[src/rtl/pf_filt_pkg.sv]
package pf_filt_pkg;
   typedef enum logic [1:0] {
      EV_LOAD      = 2'd0,
      EV_MISS_FILL = 2'd1,
      EV_PF_FILL   = 2'd2,
      EV_NONE      = 2'd3
   } ev_kind_e;

   typedef enum logic [1:0] {
      CFG_BASE    = 2'd0,
      CFG_LIMIT   = 2'd1,
      CFG_TAG_SET = 2'd2,
      CFG_TAG_CLR = 2'd3
   } cfg_sel_e;
endpackage

[src/rtl/pf_range_match.sv]
module pf_range_match #(
   parameter int N  = 4,
   parameter int AW = 64,
   parameter int IW = 2
) (
   input  logic [AW-1:0]        addr,
   input  logic [N-1:0][AW-1:0] base,
   input  logic [N-1:0][AW-1:0] limit,
   output logic                 hit,
   output logic [IW-1:0]        idx
);
   logic [N-1:0] m;

   for (genvar i = 0; i < N; i++) begin : g_win
      assign m[i] = (addr >= base[i]) && (addr < limit[i]);
   end

   always_comb begin
      hit = 1'b0;
      idx = '0;
      for (int i = N - 1; i >= 0; i--) begin
         if (m[i]) begin
            hit = 1'b1;
            idx = IW'(i);
         end
      end
   end
endmodule

[src/rtl/pf_tag_match.sv]
module pf_tag_match #(
   parameter int N  = 4,
   parameter int LW = 58
) (
   input  logic [LW-1:0]        line,
   input  logic [N-1:0][LW-1:0] tags,
   input  logic [N-1:0]         valid,
   output logic                 hit
);
   logic [N-1:0] m;

   for (genvar i = 0; i < N; i++) begin : g_slot
      assign m[i] = valid[i] && (line == tags[i]);
   end

   assign hit = |m;
endmodule

[src/rtl/pf_event_filter.sv]
module pf_event_filter #(
   parameter int ADDR_W     = 64,
   parameter int DATA_W     = 64,
   parameter int NUM_RANGES = 4,
   parameter int NUM_TAGS   = 4,
   parameter int LINE_BYTES = 64,
   parameter int DROP_W     = 16,
   localparam int RID_W = (NUM_RANGES > 1) ? $clog2(NUM_RANGES) : 1,
   localparam int NMAX  = (NUM_RANGES > NUM_TAGS) ? NUM_RANGES : NUM_TAGS,
   localparam int IDX_W = (NMAX > 1) ? $clog2(NMAX) : 1
) (
   input  logic              clk,
   input  logic              rst_n,
   input  logic              snp_valid,
   input  logic [1:0]        snp_kind,
   input  logic [ADDR_W-1:0] snp_addr,
   input  logic [DATA_W-1:0] snp_data,
   input  logic              q_full,
   input  logic              cfg_we,
   input  logic [1:0]        cfg_sel,
   input  logic [IDX_W-1:0]  cfg_idx,
   input  logic [ADDR_W-1:0] cfg_wdata,
   output logic              obs_valid,
   output logic [1:0]        obs_kind,
   output logic [RID_W-1:0]  obs_range,
   output logic              obs_by_tag,
   output logic [ADDR_W-1:0] obs_addr,
   output logic [DATA_W-1:0] obs_data,
   output logic [DROP_W-1:0] drop_count
);
   import pf_filt_pkg::*;

   localparam int LB = $clog2(LINE_BYTES);
   localparam int LW = ADDR_W - LB;

   if (NUM_RANGES < 1 || NUM_TAGS < 1) begin : g_bad_count
      $error("pf_event_filter: need at least one window and one tag slot");
   end
   if (LINE_BYTES < 2 || (1 << LB) != LINE_BYTES) begin : g_bad_line
      $error("pf_event_filter: LINE_BYTES must be a power of two");
   end
   if (DROP_W < 1) begin : g_bad_drop
      $error("pf_event_filter: DROP_W must be positive");
   end

   logic [NUM_RANGES-1:0][ADDR_W-1:0] win_base, win_limit;
   logic [NUM_TAGS-1:0][LW-1:0]       tag_line;
   logic [NUM_TAGS-1:0]               tag_vld;

   always_ff @(posedge clk or negedge rst_n) begin
      if (!rst_n) begin
         win_base  <= '0;
         win_limit <= '0;
         tag_line  <= '0;
         tag_vld   <= '0;
      end else if (cfg_we) begin
         case (cfg_sel_e'(cfg_sel))
            CFG_BASE:
               if (32'(cfg_idx) < NUM_RANGES) win_base[cfg_idx] <= cfg_wdata;
            CFG_LIMIT:
               if (32'(cfg_idx) < NUM_RANGES) win_limit[cfg_idx] <= cfg_wdata;
            CFG_TAG_SET:
               if (32'(cfg_idx) < NUM_TAGS) begin
                  tag_line[cfg_idx] <= cfg_wdata[ADDR_W-1:LB];
                  tag_vld[cfg_idx]  <= 1'b1;
               end
            default:
               if (32'(cfg_idx) < NUM_TAGS) tag_vld[cfg_idx] <= 1'b0;
         endcase
      end
   end

   logic             r_hit, t_hit;
   logic [RID_W-1:0] r_idx;

   pf_range_match #(.N(NUM_RANGES), .AW(ADDR_W), .IW(RID_W)) u_range (
      .addr(snp_addr), .base(win_base), .limit(win_limit),
      .hit(r_hit), .idx(r_idx)
   );

   pf_tag_match #(.N(NUM_TAGS), .LW(LW)) u_tag (
      .line(snp_addr[ADDR_W-1:LB]), .tags(tag_line), .valid(tag_vld),
      .hit(t_hit)
   );

   logic accept;
   assign accept = snp_valid && (ev_kind_e'(snp_kind) != EV_NONE) && (r_hit || t_hit);

   always_ff @(posedge clk or negedge rst_n) begin
      if (!rst_n) begin
         obs_valid  <= 1'b0;
         obs_kind   <= '0;
         obs_range  <= '0;
         obs_by_tag <= 1'b0;
         obs_addr   <= '0;
         obs_data   <= '0;
         drop_count <= '0;
      end else begin
         obs_valid <= accept && !q_full;
         if (accept && !q_full) begin
            obs_kind   <= snp_kind;
            obs_range  <= r_hit ? r_idx : '0;
            obs_by_tag <= !r_hit;
            obs_addr   <= snp_addr;
            obs_data   <= snp_data;
         end
         if (accept && q_full && (drop_count != '1)) begin
            drop_count <= drop_count + 1'b1;
         end
      end
   end
endmodule

[config.mk]
export PLATFORM = sky130hd
export DESIGN_NAME = pf_event_filter
export DESIGN_NICKNAME = d
export VERILOG_FILES = /design/src/rtl/pf_filt_pkg.sv /design/src/rtl/pf_range_match.sv /design/src/rtl/pf_tag_match.sv /design/src/rtl/pf_event_filter.sv
export SDC_FILE = /design/constraint.sdc
export NUM_CORES = 2
export LEC_CHECK = 0
export BUFFER_PORTS_ARGS = -buffer_cell sky130_fd_sc_hd__buf_2
export CORE_MARGIN = 5
export CORE_UTILIZATION = 30
export CTS_BUF_LIST = sky130_fd_sc_hd__clkbuf_4
export CTS_CLUSTER_DIAMETER = 50
export DETAILED_ROUTE_END_ITERATION = 8
export PLACE_DENSITY_LB_ADDON = 0.15
export SETUP_SLACK_MARGIN = 0.15
export SYNTH_ARGS = -nofsm -noshare
export SYNTH_HDL_FRONTEND = slang
export SYNTH_SLANG_ARGS = --single-unit
export TNS_END_PERCENT = 5
[constraint.sdc]
create_clock -name clk -period 4.8 [get_ports clk]
set_clock_uncertainty 0.05 [all_clocks]
set_input_delay 0.96 -clock clk [delete_from_list [all_inputs] [get_ports clk]]
set_output_delay 0.96 -clock clk [all_outputs]
set_load 0.05 [all_outputs]
Word-level counts from Yosys, hierarchy flattened
Index checks and enable logic that the tools add are counted.
W data, S select, Z words.
{"block": "totals", "out_inout_bits": 150, "wordCells": 86, "in_bits": 203, "reg_bits": 898}
{"block": "classes", "n_bitwise": 4, "n_mux": 19, "n_eq_ne": 8, "n_lt_le_gt_ge": 10, "n_addsub": 1, "n_reduce_logical": 24}
{"operator": "$bwmux W256", "count": 2}
{"operator": "$ge A64 B64 Y1", "count": 4}
{"operator": "$lt A64 B64 Y1", "count": 4}
{"operator": "$bwmux W232", "count": 1}
{"operator": "$eq A58 B58 Y1", "count": 4}
{"operator": "$demux W64 S2", "count": 1}
{"operator": "$demux W58 S2", "count": 1}
{"operator": "$mux W64", "count": 1}
{"operator": "$mux W58", "count": 1}
{"operator": "$add A16 B1 Y16 const B", "count": 1}
{"operator": "$ne A16 B16 Y1 const B", "count": 1}
{"operator": "$logic_and A1 B1 Y1", "count": 14}
{"operator": "$mux W2", "count": 5}
{"operator": "$pmux W4 S2", "count": 1}
{"operator": "$reduce_and A2 Y1", "count": 4}
{"operator": "$mux W1", "count": 5}
{"operator": "$and A4 B4 Y4", "count": 1}
{"operator": "$not A4 Y4", "count": 1}
{"operator": "$or A4 B4 Y4", "count": 1}
{"operator": "$reduce_or A4 Y1", "count": 1}
{"operator": "$lt A2 B3 Y1 const B", "count": 1}
{"operator": "$demux W1 S2", "count": 1}
{"operator": "$eq A2 B1 Y1 const B", "count": 1}
{"operator": "$eq A2 B2 Y1 const B", "count": 1}
{"operator": "7 further kinds", "count": 8}

Depth between registers and ports, before layout
{"block": "logic_depth", "word_depth": 10, "ltp_mapped": 15, "ltp_nobuf": 12}

Modules after synthesis
A second synthesis with hierarchy kept.
{"block": "unflattened", "cells_unflattened": 4170, "area_unflattened_um2": 49359.8}
{"mod": "pf_event_filter", "cells_each": 2020, "instances": 1, "seq_area_each_um2": 22471.6, "area_each_um2": 33955.1}
{"mod": "pf_range_match", "cells_each": 1788, "instances": 1, "seq_area_each_um2": 0.0, "area_each_um2": 12722.2}
{"mod": "pf_tag_match", "cells_each": 362, "instances": 1, "seq_area_each_um2": 0.0, "area_each_um2": 2682.6}

Least setup slack after synthesis
No wires, ideal clock.
{"block": "synth_path", "path_kind": "in2reg", "startpoint": "input snp_addr[0]", "endpoint": "register obs_addr[47]", "arrival_time_ns": 3.974, "required_ns": 4.625, "path_slack_ns": 0.650, "setup_ns": 0.125, "cell_stages": 15, "path_buffers": 3, "path_cell_list": "inv_1 -> ha_1 -> nand2b_1 -> a2111oi_0 -> o31ai_1 -> a21oi_1 -> a31oi_1 -> or4_1 -> o211a_1 -> nor4_4 -> or3b_1 -> buf_6 -> buf_12 -> buf_8 -> mux2_4"}
{"block": "synth_via", "elab_chain_len": 9, "elab_cells_between_ends": 19, "classes_between": "order compare (8); mux (4); reduce/logical (7)"}
{"item": "from (decl)", "line_no": "pf_event_filter.sv:16", "source": "input logic [ADDR_W-1:0] snp_addr,"}
{"item": "$ge A64 B64 Y1 / $lt A64 B64 Y1 (equally long branches)", "line_no": "pf_range_match.sv:15", "source": "assign m[i] = (addr >= base[i]) && (addr < limit[i]);"}
{"item": "$logic_and A1 B1 Y1", "line_no": "pf_range_match.sv:15"}
{"item": "$mux W1 (3 in series)", "line_no": "pf_range_match.sv:22", "source": "if (m[i]) begin"}
{"item": "$mux W1 *", "line_no": "pf_range_match.sv:22"}
{"item": "$logic_or A1 B1 Y1 *", "line_no": "pf_event_filter.sv:87", "source": "assign accept = snp_valid && (ev_kind_e'(snp_kind) != EV_NONE) && (r_hit || t_hit);"}
{"item": "$logic_and A1 B1 Y1 *", "line_no": "pf_event_filter.sv:87"}
{"item": "$logic_and A1 B1 Y1 *", "line_no": "pf_event_filter.sv:100", "source": "if (accept && !q_full) begin"}
{"item": "to (signal assigned)", "line_no": "pf_event_filter.sv:104", "source": "obs_addr <= snp_addr;"}
{"item": "to (decl)", "line_no": "pf_event_filter.sv:27", "source": "output logic [ADDR_W-1:0] obs_addr,"}
Every way passes the cells marked *; elsewhere a longest branch is shown, timed or not.
A chain may end at the register's enable or synchronous reset.

Worst setup path after layout
{"block": "layout_path", "startpoint": "register win_base[188] in the netlist's numbering", "endpoint": "register obs_data[52]"}
{"block": "layout_via", "elab_chain_len": 8}
{"item": "from (decl)", "line_no": "pf_event_filter.sv:46", "source": "logic [NUM_RANGES-1:0][ADDR_W-1:0] win_base, win_limit;"}
{"item": "from (signal, indexed assignment)", "line_no": "pf_event_filter.sv:59", "source": "if (32'(cfg_idx) < NUM_RANGES) win_base[cfg_idx] <= cfg_wdata;"}
{"item": "$ge A64 B64 Y1", "line_no": "pf_range_match.sv:15"}
{"item": "$logic_and A1 B1 Y1", "line_no": "pf_range_match.sv:15"}
{"item": "$mux W1 (3 in series)", "line_no": "pf_range_match.sv:22"}
{"item": "$logic_or A1 B1 Y1", "line_no": "pf_event_filter.sv:87"}
{"item": "$logic_and A1 B1 Y1", "line_no": "pf_event_filter.sv:87"}
{"item": "$logic_and A1 B1 Y1", "line_no": "pf_event_filter.sv:100"}
{"item": "to (signal assigned)", "line_no": "pf_event_filter.sv:105", "source": "obs_data <= snp_data;"}
{"item": "to (decl)", "line_no": "pf_event_filter.sv:28", "source": "output logic [DATA_W-1:0] obs_data,"}
No other way between the ends.

==> flow_summary.ini <==
[final_layout]
finish.net_count = 6150
mostFrequentLayoutCells = 898 x dfrtp_1, 556 x mux2_2, 553 x inv_1
finalInstanceArea_um2 = 60500
fraction_of_final_layout_cells_sized_beyond_drive_strength_1_pct = 31.8
flow.area_growth_from_synthesis_pct = 23.9
multi_input_comb_area_um2 = 23400
final_common_cell = dfrtp_1
seqCellArea_um2 = 22500
total_of_fill_cells_in_the_finished_design = 16438

[clock_tree]
clk_root_buffer_cell = clkbuf_4
numClockSinks = 898
tritoncts.num_buffers = 296
clkSlewWorstSetupHoldPaths_ps = 60
ctsLongestPathBuffers = 4
htree_num_levels = 5
worst_skew_pair.late_latency_ps = 1300
clock_tree_from_tritoncts = yes

[drt]
drtIter0Drc = 2039
dr.max_layer_used = met5
wl_per_cell_um = 21.8
m1WireLength_um = 78800
vias = 36992
drc_errors = 0
final_antenna_net_count = 0
drt-pass1-iter-count = 7
met2WireLength_um = 75800
drt_wl_total_um = 170000
met3WireLength_um = 10700
routed_via_density = 4.76

[floorplan]
die-area_um2 = 171000
fp.dieH_um = 413
design.core.area_um2 = 162000
boundaryPins = 353
initial_core_util_pct = 30.1
placement_row_count = 148
die_w_um = 413

[hold_path]
min-delay-path-class = in2reg
worst_hold_path.num_cells = 2

[synth]
synth-seq-area-share_pct = 46.0
netlist_area_um2 = 48800
netlist-cell-type-count = 69
synthesis.instances = 4497
synth_fp_nets = 5209
synth-edff-count = 0
yosys_warnings = 0
syn-mean-instance-area_um2 = 10.9
dominantRegCellSynth = dfrtp_1
synthArstFlopShare_pct = 100
synth_seq_cells = 898

[pwr]
report.power.total_w = 0.0279
power_per_cell_area_nw_per_um2 = 461
leakagePower_nw = 29.4
ir_worst_vdd_mv = 0.514

[placed_design]
placed_wire_length_estimate_um = 120000
placedInstanceArea_um2 = 55600
gp_congestion = 0.831
port_buffers = 352

[sta]
timing.final.hold_violations = 0
max_freq_mhz = 219
rsz0062_at_grt = true
worst_pin_slew_ps = 1100
slew_violations = 0
min_cycle_time_layout_ps = 4560
post-route-period-util_pct = 94.9
relSlewSlack_pct = 26.9
setup-violations-final = 0

[worst_setup_path]
cp_cell_sequence = inv_1 -> ha_1 -> nand4_1 -> nor4_2 -> buf_4 -> nand4_1 -> buf_6 -> or2_4 -> a311oi_4 -> o21a_1 -> nand4b_1 -> nor4_4 -> buf_4 -> or3b_4 -> buf_12 -> bufbuf_16 -> mux2_2
crit_path_max_fanout = 8
cpMaxStageDelayCell = or3b_4
critPathRequiredTime_ps = 5830
timing.reg2reg.worst_path_depth = 17
max_stage_delay_ps = 410
setup.worst_path.class = reg2reg
worst_setup_path_start_kind = flip-flop
setup.worst_path.end_class = flip-flop
arrival_ps = 5590

[global_routing]
antenna_violations_before_repair = 27
grt_first_pass_wirelength_um = 251000
number_of_global_route_vias_before_repair = 37817
total_grt_usage_pct = 19.9
global_route.overflow_total = 0
grt_start_max_net_pins = 128

[job]
max_cap_viol_count = 0

[outcome]
result_of_the_run = complete, no violations
-- logic make-up (layout without fill, tap and decap cells) --
family	Yosys count	after routing	share of synthesized area, %
flip-flops	898	898	46.0
XOR/XNOR	202	202	3.63
adder cells (fa/ha/maj)	509	509	13.0
other	0	13	0
multiplexers	615	615	14.6
AO/OA/AOI/OAI	731	731	8.80
buffers and inverters	779	1867	6.27
AND/OR/NAND/NOR	763	763	7.58
-- synthesized netlist by cell type, types with 7 or more instances --
| master | instances | area [µm²] |
|---|---|---|
| a2111oi_0 | 12 | 105 |
| a211oi_1 | 18 | 135 |
| a21o_1 | 57 | 428 |
| a21oi_1 | 169 | 846 |
| a221oi_1 | 17 | 149 |
| a22o_1 | 7 | 61.3 |
| a31oi_1 | 10 | 62.6 |
| and3_1 | 15 | 93.8 |
| and4_1 | 24 | 210 |
| buf_1 | 16 | 60.1 |
| buf_4 | 7 | 52.6 |
| clkbuf_1 | 195 | 732 |
| dfrtp_1 | 898 | 22500 |
| ha_1 | 509 | 6370 |
| inv_1 | 553 | 2080 |
| mux2_2 | 556 | 6260 |
| mux2_4 | 57 | 856 |
| nand2_1 | 372 | 1400 |
| nand2b_1 | 18 | 113 |
| nand3_1 | 50 | 250 |
| nand4_1 | 102 | 638 |
| nor2_1 | 54 | 203 |
| nor2b_1 | 13 | 81.3 |
| nor3_1 | 36 | 180 |
| nor4_1 | 52 | 325 |
| o211ai_1 | 12 | 90.1 |
| o21a_1 | 11 | 82.6 |
| o21ai_0 | 344 | 1720 |
| o22ai_1 | 15 | 93.8 |
| o2bb2ai_1 | 8 | 70.1 |
| xnor2_1 | 75 | 657 |
| xor2_1 | 127 | 1110 |
-- worst paths after layout --
check | startpoint | end | slack, ps
hold reg to reg | drop_count[15] | drop_count[15] | 440
setup / recovery | win_base[188] | obs_data[52] | 240
setup reg to reg | win_base[188] | obs_data[52] | 240
hold / removal | snp_addr[52] | obs_addr[52] | 170
min in group asynchronous | rst_n | obs_addr[38] | 220
max in group asynchronous | rst_n | obs_addr[15] | 3220
-- critical path: cells and delay by family, from the launching register on --
kind / cells / cell delay, ps
AO/OA/AOI/OAI: 2 / 510
adder cells (fa/ha/maj): 1 / 270
buffers and inverters: 6 / 1140
flip-flops: 1 / 400
multiplexers: 1 / 270
AND/OR/NAND/NOR: 7 / 1720
-- stage by stage --
step | hold WS [ps] | setup TNS [ps] | utilization [%] | setup slack [ps] | std cells
after detailed placement | 427 | -118240 | 34.3 | -911 | 7160
after global routing | 55.7 | 0 | 37.3 | 142 | 7764
final | 167 | 0 | 37.3 | 243 | 7773
after floorplan | 410 | 0 | - | 650 | 4497
after global placement | 428 | -122960 | 34.3 | -941 | 7160
after CTS | 5.27 | 0 | 37.2 | 154 | 7760
-- final cells by class --
cell class	count	area share [%]
multi-input combinational	2820	38.8
sequential	898	37.2
timing repair buffer	869	10.8
clock buffer	409	5.08
tap	2175	4.50
inverter	553	3.43
clock inverter	36	0.230
antenna	13	0.0538
-- registers in the layout (all words and copies together), names as in the netlist, named ones only --
signal,count
tag_line,232
obs_range,2
obs_data,64
win_base,256
obs_addr,64
win_limit,256
drop_count,16
obs_kind,2
obs_valid,1
obs_by_tag,1
-- routing by layer --
layer  track usage [%]  up-vias
li1                  -    17584
met1              27.0    18184
met2              31.1      954
met3              5.31      260
met4              6.04       10
met5                 0        -
-- what timing repair did --
action                     4_1_cts  5_1_grt
gates cloned                     1        0
pin swaps                        5        6
hold buffers                   150        0
gates resized for setup         13        7
hold endpoints to repair       501        0
buffers inserted                 4        0
setup endpoints to repair      133       90
-- power by group --
| group | internal [W] | switching, W | leakage, nW | total, W |
|---|---|---|---|---|
| clock | 0.00384 | 0.00350 | 1.95 | 0.00734 |
| combinational | 0.00397 | 0.00595 | 16.5 | 0.00993 |
| sequential | 0.00961 | 0.00101 | 10.9 | 0.0106 |
| total | 0.0174 | 0.0105 | 29.4 | 0.0279 |
Note: power is estimated with default switching activity, not from simulation.
